## src/rtl/isq_pkg.sv

```systemverilog
package isq_pkg;
  localparam int unsigned EXP_W    = 8;
  localparam int unsigned MAN_W    = 23;
  localparam int unsigned WORD_W   = 1 + EXP_W + MAN_W;
  localparam int unsigned SCALE_SH = 64;
  localparam int unsigned THRESH   = 24;
  localparam int unsigned ADJ_W    = 8;
  localparam logic [ADJ_W-1:0] ADJ_SCALED = 8'hE0;

  typedef enum logic [2:0] {
    CL_NORM,
    CL_ZERO,
    CL_PINF,
    CL_NAN,
    CL_NEG
  } op_class_e;

  typedef struct packed {
    logic [WORD_W-1:0] operand;
    logic [WORD_W-1:0] result;
    logic [ADJ_W-1:0]  adjust;
    logic              proceed;
    logic              invalid;
  } fixup_t;
endpackage

```

## src/rtl/isq_classify.sv

```systemverilog
module isq_classify
  import isq_pkg::*;
#(
  parameter int unsigned EW = EXP_W,
  parameter int unsigned MW = MAN_W,
  localparam int unsigned W = 1 + EW + MW
) (
  input  logic [W-1:0] op_i,
  output op_class_e    cls_o,
  output logic         signalling_o
);
  logic          sgn;
  logic [EW-1:0] ex;
  logic [MW-1:0] mn;
  assign {sgn, ex, mn} = op_i;

  always_comb begin
    if (&ex && |mn)            cls_o = CL_NAN;
    else if (sgn && (|ex || |mn)) cls_o = CL_NEG;  // -0 falls through to zero
    else if (&ex)              cls_o = CL_PINF;
    else if (!(|ex) && !(|mn)) cls_o = CL_ZERO;
    else                       cls_o = CL_NORM;
  end

  assign signalling_o = ~mn[MW-1];
endmodule

```

## src/rtl/isq_scale.sv

```systemverilog
module isq_scale
  import isq_pkg::*;
#(
  parameter int unsigned EW = EXP_W,
  parameter int unsigned MW = MAN_W,
  parameter int unsigned SH = SCALE_SH,
  localparam int unsigned W  = 1 + EW + MW,
  localparam int unsigned LW = $clog2(MW + 1),
  localparam int SUB_BASE    = 1 - int'(MW) + int'(SH)
) (
  input  logic [W-1:0] op_i,
  output logic [W-1:0] scaled_o
);
  logic          sgn;
  logic [EW-1:0] ex;
  logic [MW-1:0] mn;
  assign {sgn, ex, mn} = op_i;

  logic [LW-1:0] lead;
  always_comb begin
    lead = '0;
    for (int i = 0; i < int'(MW); i++)
      if (mn[i]) lead = LW'(i);
  end

  logic [MW:0]   norm_mn;
  logic [EW-1:0] sub_ex;
  assign norm_mn = {1'b0, mn} << (LW'(MW) - lead);
  assign sub_ex  = EW'(int'(lead) + SUB_BASE);

  // subnormal: exact renormalization; normal: exponent bump only
  always_comb begin
    if (ex == '0) scaled_o = {sgn, sub_ex, norm_mn[MW-1:0]};
    else          scaled_o = {sgn, ex + EW'(SH), mn};
  end
endmodule

```

## src/rtl/isq_select.sv

```systemverilog
module isq_select
  import isq_pkg::*;
#(
  parameter int unsigned EW = EXP_W,
  parameter int unsigned MW = MAN_W,
  parameter int unsigned TH = THRESH,
  localparam int unsigned W = 1 + EW + MW,
  localparam int BIAS       = (1 << (EW - 1)) - 1
) (
  input  logic [W-1:0] op_i,
  input  logic [W-1:0] scaled_i,
  input  op_class_e    cls_i,
  input  logic         signalling_i,
  output fixup_t       fix_o
);
  localparam logic [W-1:0] NAN_WORD = '1;
  localparam logic [W-1:0] PINF     = {1'b0, {EW{1'b1}}, {MW{1'b0}}};
  localparam logic [W-1:0] ONE      = {1'b0, EW'(BIAS), {MW{1'b0}}};

  logic small_ex;
  assign small_ex = op_i[W-2 -: EW] <= EW'(TH);

  always_comb begin
    fix_o = '0;
    unique case (cls_i)
      CL_NAN: begin
        fix_o.operand = NAN_WORD;
        fix_o.result  = NAN_WORD;
        fix_o.invalid = signalling_i;
      end
      CL_NEG: begin
        fix_o.operand = NAN_WORD;
        fix_o.result  = NAN_WORD;
        fix_o.invalid = 1'b1;
      end
      CL_PINF: begin
        fix_o.operand = PINF;
        fix_o.result  = PINF;
      end
      CL_ZERO: begin
        fix_o.operand = op_i;
        fix_o.result  = ONE;
      end
      default: begin
        fix_o.proceed = 1'b1;
        fix_o.operand = small_ex ? scaled_i : op_i;
        fix_o.adjust  = small_ex ? ADJ_SCALED : '0;
      end
    endcase
  end
endmodule

```

## src/rtl/isq_prefix.sv

```systemverilog
module isq_prefix
  import isq_pkg::*;
(
  input  logic              clk_i,
  input  logic              rst_ni,
  input  logic              valid_i,
  input  logic [WORD_W-1:0] operand_i,
  output logic              valid_o,
  output logic [WORD_W-1:0] operand_o,
  output logic [WORD_W-1:0] result_o,
  output logic [ADJ_W-1:0]  adjust_o,
  output logic              proceed_o,
  output logic              invalid_o
);
  op_class_e         cls;
  logic              signalling;
  logic [WORD_W-1:0] scaled;
  fixup_t            fix, fix_q;
  logic              vld_q;

  isq_classify #(.EW(EXP_W), .MW(MAN_W)) i_classify (
    .op_i(operand_i), .cls_o(cls), .signalling_o(signalling)
  );

  isq_scale #(.EW(EXP_W), .MW(MAN_W), .SH(SCALE_SH)) i_scale (
    .op_i(operand_i), .scaled_o(scaled)
  );

  isq_select #(.EW(EXP_W), .MW(MAN_W), .TH(THRESH)) i_select (
    .op_i(operand_i), .scaled_i(scaled), .cls_i(cls),
    .signalling_i(signalling), .fix_o(fix)
  );

  always_ff @(posedge clk_i or negedge rst_ni) begin
    if (!rst_ni) begin
      vld_q <= 1'b0;
      fix_q <= '0;
    end else begin
      vld_q <= valid_i;
      if (valid_i) fix_q <= fix;
      else         fix_q.invalid <= 1'b0;
    end
  end

  assign valid_o   = vld_q;
  assign operand_o = fix_q.operand;
  assign result_o  = fix_q.result;
  assign adjust_o  = fix_q.adjust;
  assign proceed_o = fix_q.proceed;
  assign invalid_o = fix_q.invalid;


  invalid_qual_chk: assert property (@(posedge clk_i) disable iff (!rst_ni)
    invalid_o |-> valid_o);

  strobe_follow_chk: assert property (@(posedge clk_i) disable iff (!rst_ni)
    valid_i |=> valid_o);

  invalid_nan_chk: assert property (@(posedge clk_i) disable iff (!rst_ni)
    invalid_o |-> (operand_o == '1 && result_o == '1 && !proceed_o));

  proceed_zero_chk: assert property (@(posedge clk_i) disable iff (!rst_ni)
    (valid_o && proceed_o) |-> result_o == '0);

  adjust_code_chk: assert property (@(posedge clk_i) disable iff (!rst_ni)
    (valid_o && adjust_o != '0) |-> (proceed_o && adjust_o == ADJ_SCALED));

  scaled_range_chk: assert property (@(posedge clk_i) disable iff (!rst_ni)
    (valid_o && adjust_o == ADJ_SCALED) |->
      (operand_o[WORD_W-2 -: EXP_W] >= EXP_W'(SCALE_SH + 1 - MAN_W) &&
       operand_o[WORD_W-2 -: EXP_W] <= EXP_W'(THRESH + SCALE_SH)));
endmodule

```

## config.mk

```make
export PLATFORM = sky130hd
export DESIGN_NAME = isq_prefix
export DESIGN_NICKNAME = d
export VERILOG_FILES = /design/src/rtl/isq_pkg.sv /design/src/rtl/isq_classify.sv /design/src/rtl/isq_scale.sv /design/src/rtl/isq_select.sv /design/src/rtl/isq_prefix.sv
export SDC_FILE = /design/constraint.sdc
export NUM_CORES = 1
export LEC_CHECK = 0
export BUFFER_PORTS_ARGS = -buffer_cell sky130_fd_sc_hd__buf_2
export CAP_MARGIN = 15
export CORE_MARGIN = 2
export CORE_UTILIZATION = 40
export DETAILED_ROUTE_END_ITERATION = 12
export SLEW_MARGIN = 10
export SYNTH_ARGS = -nofsm -noshare
export SYNTH_HDL_FRONTEND = slang
export SYNTH_HIERARCHICAL = 1
export SYNTH_SLANG_ARGS = --single-unit
export TNS_END_PERCENT = 20
```

## constraint.sdc

```tcl
create_clock -name clk_i -period 0.98 [get_ports clk_i]
set_clock_uncertainty 0.1 [all_clocks]
set_input_delay 0.196 -clock clk_i [delete_from_list [all_inputs] [get_ports clk_i]]
set_output_delay 0.196 -clock clk_i [all_outputs]
set_load 0.01 [all_outputs]
```

==> results of run 1 <==
[power by group]
| part | internal, mW | switching [mW] | leakage, nW |
|---|---|---|---|
| sequential | 3.42 | 0.189 | 0.859 |
| clock | 1.75 | 1.46 | 0.131 |
| combinational | 2.09 | 2.05 | 3.51 |
[worst max-delay path, stage by stage]
cell and delay, ps:
buf_6 100, or3_4 380, o211ai_1 190, buf_4 170, a21oi_4 80, buf_6 130
mux2i_4 190, o22ai_2 240, buf_4 170, nor3_2 40, o41ai_2 450, o2111ai_1 230
o211ai_2 110, mux2_4 150
[worst paths after layout]
path	start	to	slack [ps]	depth (start not counted)
max reg2reg	result_o[3]	result_o[3]	90	1
max	operand_i[9]	operand_o[13]	-1660	14
max in group asynchronous	rst_ni	adjust_o[0]	220	3
min in group clk_i	valid_i	valid_o	140	2
min reg2reg	adjust_o[5]	adjust_o[5]	410	1
min	rst_ni	operand_o[4]	140	2
[routing by layer]
layer | GRT usage, % | vias to the layer above | wire (um)
met2 | 51.26 | 253 | 12990
met3 | 3.805 | 44 | 1360
met5 | 0 | - | 0
li1 | - | 3119 | -
met1 | 39.64 | 3513 | 11320
met4 | 7.979 | 0 | 624
[logic make-up (layout without fill, tap and decap cells)]
group	after synthesis	count (layout)	synth area share, %
and+or+nand+nor	182	182	14.65
buffers and inverters	109	375	11.20
AOI/OAI and AO/OA	229	229	26.48
other	1	5	0.05585
muxes	92	92	18.78
xor gates and xnor gates	1	1	0.1305
DFF	75	75	27.95
adders and majority gates	4	4	0.7455
[synthesized netlist by cell type (6+ instances only)]
cell type  count  area share, %
nand4_1        6           0.56
mux2i_1       15            2.2
nor3_1        18            1.3
a21oi_1       21            1.6
mux2_4        59             13
dfrtp_1       75             28
clkbuf_1      16           0.89
o21ai_1       11           0.82
a21oi_2       18            2.3
buf_4         38            4.2
inv_1         12           0.67
o211ai_2      20            3.7
nor4_1        17            1.6
buf_2         15            1.1
buf_6         19            3.2
or2_2         12            1.1
a31oi_1        9           0.84
a22oi_1        9            1.0
mux2_2        16            2.7
or2_1         15            1.4
nand2_1       38            2.1
o211ai_1      11            1.2
a211oi_1       6           0.67
nand3_1        7           0.52
o2111ai_1     26            3.4
nor2_1        37            2.1
o21ai_0       41            3.1
a21o_1         6           0.67
[area by class of cell]
class / instances / area [um2]
clock buffers: 9 / 225.2
clock inverters: 7 / 60.06
fillers: 1386 / 6016
inverters: 15 / 66.31
multi-input cells: 513 / 5076
flip-flops and latches: 75 / 1877
well taps: 220 / 275.3
repair buffers: 344 / 2870
[through the flow]
stage / std cells / setup TNS, ps / power, mW
floorplan: 697 / -110780 / 5.522
global placement: 1126 / -134490 / 7.014
detailed placement: 1126 / -134800 / 7.054
CTS: 1177 / -103230 / 10.88
global route: 1183 / -112280 / 11.45
finish: 1183 / -104940 / 10.96
[registers in the layout, indices dropped and copies added, names as in the netlist]
register	count
operand_o	32
invalid_o	1
result_o	32
adjust_o	8
proceed_o	1
valid_o	1
[repair_timing]
| item | in CTS | in global routing |
|---|---|---|
| pin swaps | 81 | 23 |
| hold buffers | 1 | 0 |
| hold endpoints to repair | 75 | 0 |
| setup buffers | 33 | 6 |
| resized for setup | 201 | 44 |
| endpoints found under the setup margin | 144 | 144 |
| cloned | 2 | 0 |
==> reports/results.ini, run 1 <==
[outcome]
status=complete, but fails checks
violations=negative setup slack

[final_layout]
final_common_cell=buf_4
layout-drive-gt1-share_pct=65.52
mostFrequentLayoutCells=buf_4, buf_2, dfrtp_1
diodes=0
design_area_um2=10450
fin_util_pct=63.47
areaGrowthSynthToFinish_pct=55.65
finalNetCount=997

[placement]
placed_area_um2=8642
dp_hpwl_mm=19.71
numPortBuffers=109
place_ws_ps=-2315
place.gp.congestion=0.9833

[detailed_routing]
vias=6929
totalWireLength_mm=26.29
post_drt_wl_per_cell_um=22.22
first_pass_iters=5
detail_route.iter0.violations=478
postRouteAntennaNets=0
post_drt_via_cell_ratio=5.857
drc=0

[clock_network]
cts_tree=yes
clk_latency_ps=340
cts.sinks=75
cts_made_buffers=9
htreeDepth=3
clockRootBuffer=clkbuf_16
clk_pin_slew_ps=60
clk_path_buf_depth=2

[floorplan]
die_area_um2=17840
core_area_um2=16470
die_y_um=133.6
initial_core_util_pct=40.78
io_pins=110
die_w_um=133.6
rows=47

[power_and_ir_drop]
pwr_density_cell_nw_per_um2=1049
peakVddDrop_uv=1062
p_leak_nw=4.500

[sta]
timing.final.crit_share_pct=268.9
fin_ws_ps=-1655
layout_min_cycle_time_ps=2635
fmax_mhz=379.5
maxSlewViolCount=0
slew_headroom_pct=63.66
hold_viol=0
holdWs_ps=136.4
setup_violations=144
worst_pin_slew_ps=540.5
rsz0062_at_grt=yes

[synthesis]
ys_types=79
ys.flop_type=dfrtp_1
syn-cell-area_um2=6714
ys_warn_count=6
synth_edf_count=0
ys_async_sr_fraction_pct=100.0
ys_seq_area_share_pct=27.95
syn_inst=693
synth_seq_cells=75
syn-mean-instance-area_um2=9.688

[grt]
grt_pass1_vias=7123
grt_max_degree=34
grt_first_pass_wirelength_mm=41.29
antenna_found_initial=0
grt-ovfl-total=0
grt_usage_pct=29.83

[setup_path]
cp.required_ps=1170
worst_setup_path_end_kind=register
critPathKind=primary input to register
cp_max_fo=4
startpoint_type=primary input
worstPathArrival_ps=2830

[run]
maxCapViolations=0

[hold_path]
hp-class=primary input to async pin

Power figures use the tool's default switching activity.
==> inputs of run 2 (changes only) <==
- SKIP_LAST_GASP: unset -> 1
==> reports/results.ini, run 2 (synthesis results as in run 1) <==
[outcome]
status=complete, but fails checks
violations=negative setup slack

[setup_path]
r2r-start=operand_o[21]
cp_max_fo=4  ; unchanged
critPathMaxStageDelay_ps=460  ; about the same
path_depth=15  ; +1
critPathKind=primary input to register
cp.required_ps=1170  ; about the same
worst_setup_path_end_kind=register
crit_chain=buf_8, buf_6, a221oi_4, o211ai_1, buf_4, a21oi_4, buf_6, mux2i_4, o22ai_2, buf_4, nor3_2, o41ai_2, o2111ai_1, o211ai_2, mux2_4
slowest_stage=o41ai_2
worstSetupStartpoint=operand_i[4]
crit_family=compound AO/OA/AOI/OAI gates
startpoint_type=primary input
worstPathArrival_ps=2880  ; +50 ps
critPathBufInv=5  ; +1
r2r_cells=1  ; unchanged

[sta]
fmax_mhz=372.0  ; -2.0%
layout_min_cycle_time_ps=2688  ; +53.20 ps
maxSlewViolCount=0  ; unchanged
tns_ps=-107300  ; -2366 ps
setup_violations=144  ; unchanged
holdWs_ps=138.2  ; +1.771 ps
hold_viol=0  ; unchanged
rsz0062_at_grt=yes
worst_pin_slew_ps=479.2  ; -61.27 ps
timing.final.crit_share_pct=274.3  ; +5.4 points
fin_ws_ps=-1708  ; -53.20 ps
slew_headroom_pct=67.14  ; +3.5 points

[floorplan]
die_area_um2=17840  ; unchanged
die_w_um=133.6  ; unchanged
die_y_um=133.6  ; unchanged
initial_core_util_pct=40.78  ; unchanged
rows=47  ; unchanged
io_pins=110  ; unchanged
core_area_um2=16470  ; unchanged

[grt]
grt_pass1_vias=7147  ; +0.34%
antenna_found_initial=0  ; unchanged
grt_usage_pct=29.90  ; +0.073 points
grt_max_degree=34  ; unchanged
grt-ovfl-total=0  ; unchanged
grt_first_pass_wirelength_mm=41.41  ; +0.28%

[final_layout]
multi_input_area_um2=5080  ; about the same
final_cell_count_no_fill=1191  ; +0.68%
register_area_um2=1877  ; unchanged
layout-drive-gt1-share_pct=65.91  ; +0.39 points
design_area_um2=10480  ; +0.26%
areaGrowthSynthToFinish_pct=56.06
mostFrequentLayoutCells=buf_4, buf_2, dfrtp_1
nFillCells=1385  ; -0.072%
final_common_cell=buf_4
diodes=0  ; unchanged
finalNetCount=1005  ; +0.80%

[detailed_routing]
totalWireLength_mm=26.69  ; +1.5%
vias=6937  ; +0.12%
detail_route.iter0.violations=459  ; -4.0%
drc=0  ; unchanged
first_pass_iters=6  ; +1
postRouteAntennaNets=0  ; unchanged
post_drt_via_cell_ratio=5.825  ; -0.56%
post_drt_wl_per_cell_um=22.41  ; +0.84%

[clock_network]
clk_pin_slew_ps=60  ; about the same
cts_tree=yes
htreeDepth=3  ; unchanged
cts_made_buffers=9  ; unchanged
clk_path_buf_depth=2  ; unchanged
cts.sinks=75  ; unchanged
clockRootBuffer=clkbuf_16
clk_latency_ps=340  ; about the same

[run]
maxCapViolations=0  ; unchanged

[placement]
dp_hpwl_mm=19.71  ; unchanged
placed_area_um2=8642  ; unchanged
dp.cells=1126  ; unchanged
numPortBuffers=109  ; unchanged
place.gp.congestion=0.9833  ; unchanged

[power_and_ir_drop]
peakVddDrop_uv=1064  ; +0.19%
pwr_density_cell_nw_per_um2=1047  ; -0.17%
total_power_mw=10.97  ; about the same
p_leak_nw=4.527  ; +0.59%

[hold_path]
hp-class=primary input to async pin

==> run 2: cell types whose count changed in the layout (fill, tap and decap cells not counted), moves of 3 or more <==
cell	before	now
buf_6	42	37
nor2_2	5	8
nor2_4	9	6
buf_4	182	193
buf_2	90	94
buf_8	7	4
==> run 2: report_power, final <==
part | internal, mW | switching (mW)
registers | 3.42 | 0.186
logic | 2.09 | 2.07
clock network | 1.75 | 1.45
total | 7.27 | 3.70
==> run 2: through the flow <==
stage                     util [%]  setup slack, ps
after floorplan                  -            -1743
after global placement       52.48            -2392
after detailed placement     52.48            -2315
after CTS                    61.46            -1621
after global routing         63.63            -1731
final                        63.63            -1708
==> run 2: worst paths after layout <==
kind / end / slack (ps)
worst max-delay path: operand_o[13] / -1710
worst min-delay path: operand_o[4] / 140
worst max register to register: operand_o[21] / 90
worst min register to register: result_o[13] / 410
max in group asynchronous: adjust_o[0] / 220
min in group clk_i: valid_o / 140
==> run 2: cell type report <==
type                            count  area share [%]
Multi-Input combinational cell    513           48.48
Timing Repair Buffer              352           27.65
Sequential cell                    75           17.91
Tap cell                          220           2.627
Clock buffer                        9           2.150
Inverter                           15          0.6090
Clock inverter                      7          0.5732
==> run 2: timing repair <==
item | CTS | global route
endpoints found under the setup margin | 144 | 144
gates cloned | 2 | 1
hold buffers | 1 | 0
gates resized for setup | 181 | 51
setup buffers | 33 | 14
pin swaps | 75 | 38
endpoints found under the hold margin | 75 | 0
==> run 2: per-layer routing <==
layer  wire length (um)  vias to the layer above  track usage [%]
li1                   -                     3127                -
met1              11510                     3521            39.54
met2              13300                      250            51.03
met3               1311                       39            4.642
met4                562                        0            7.920
met5                  0                        -                0
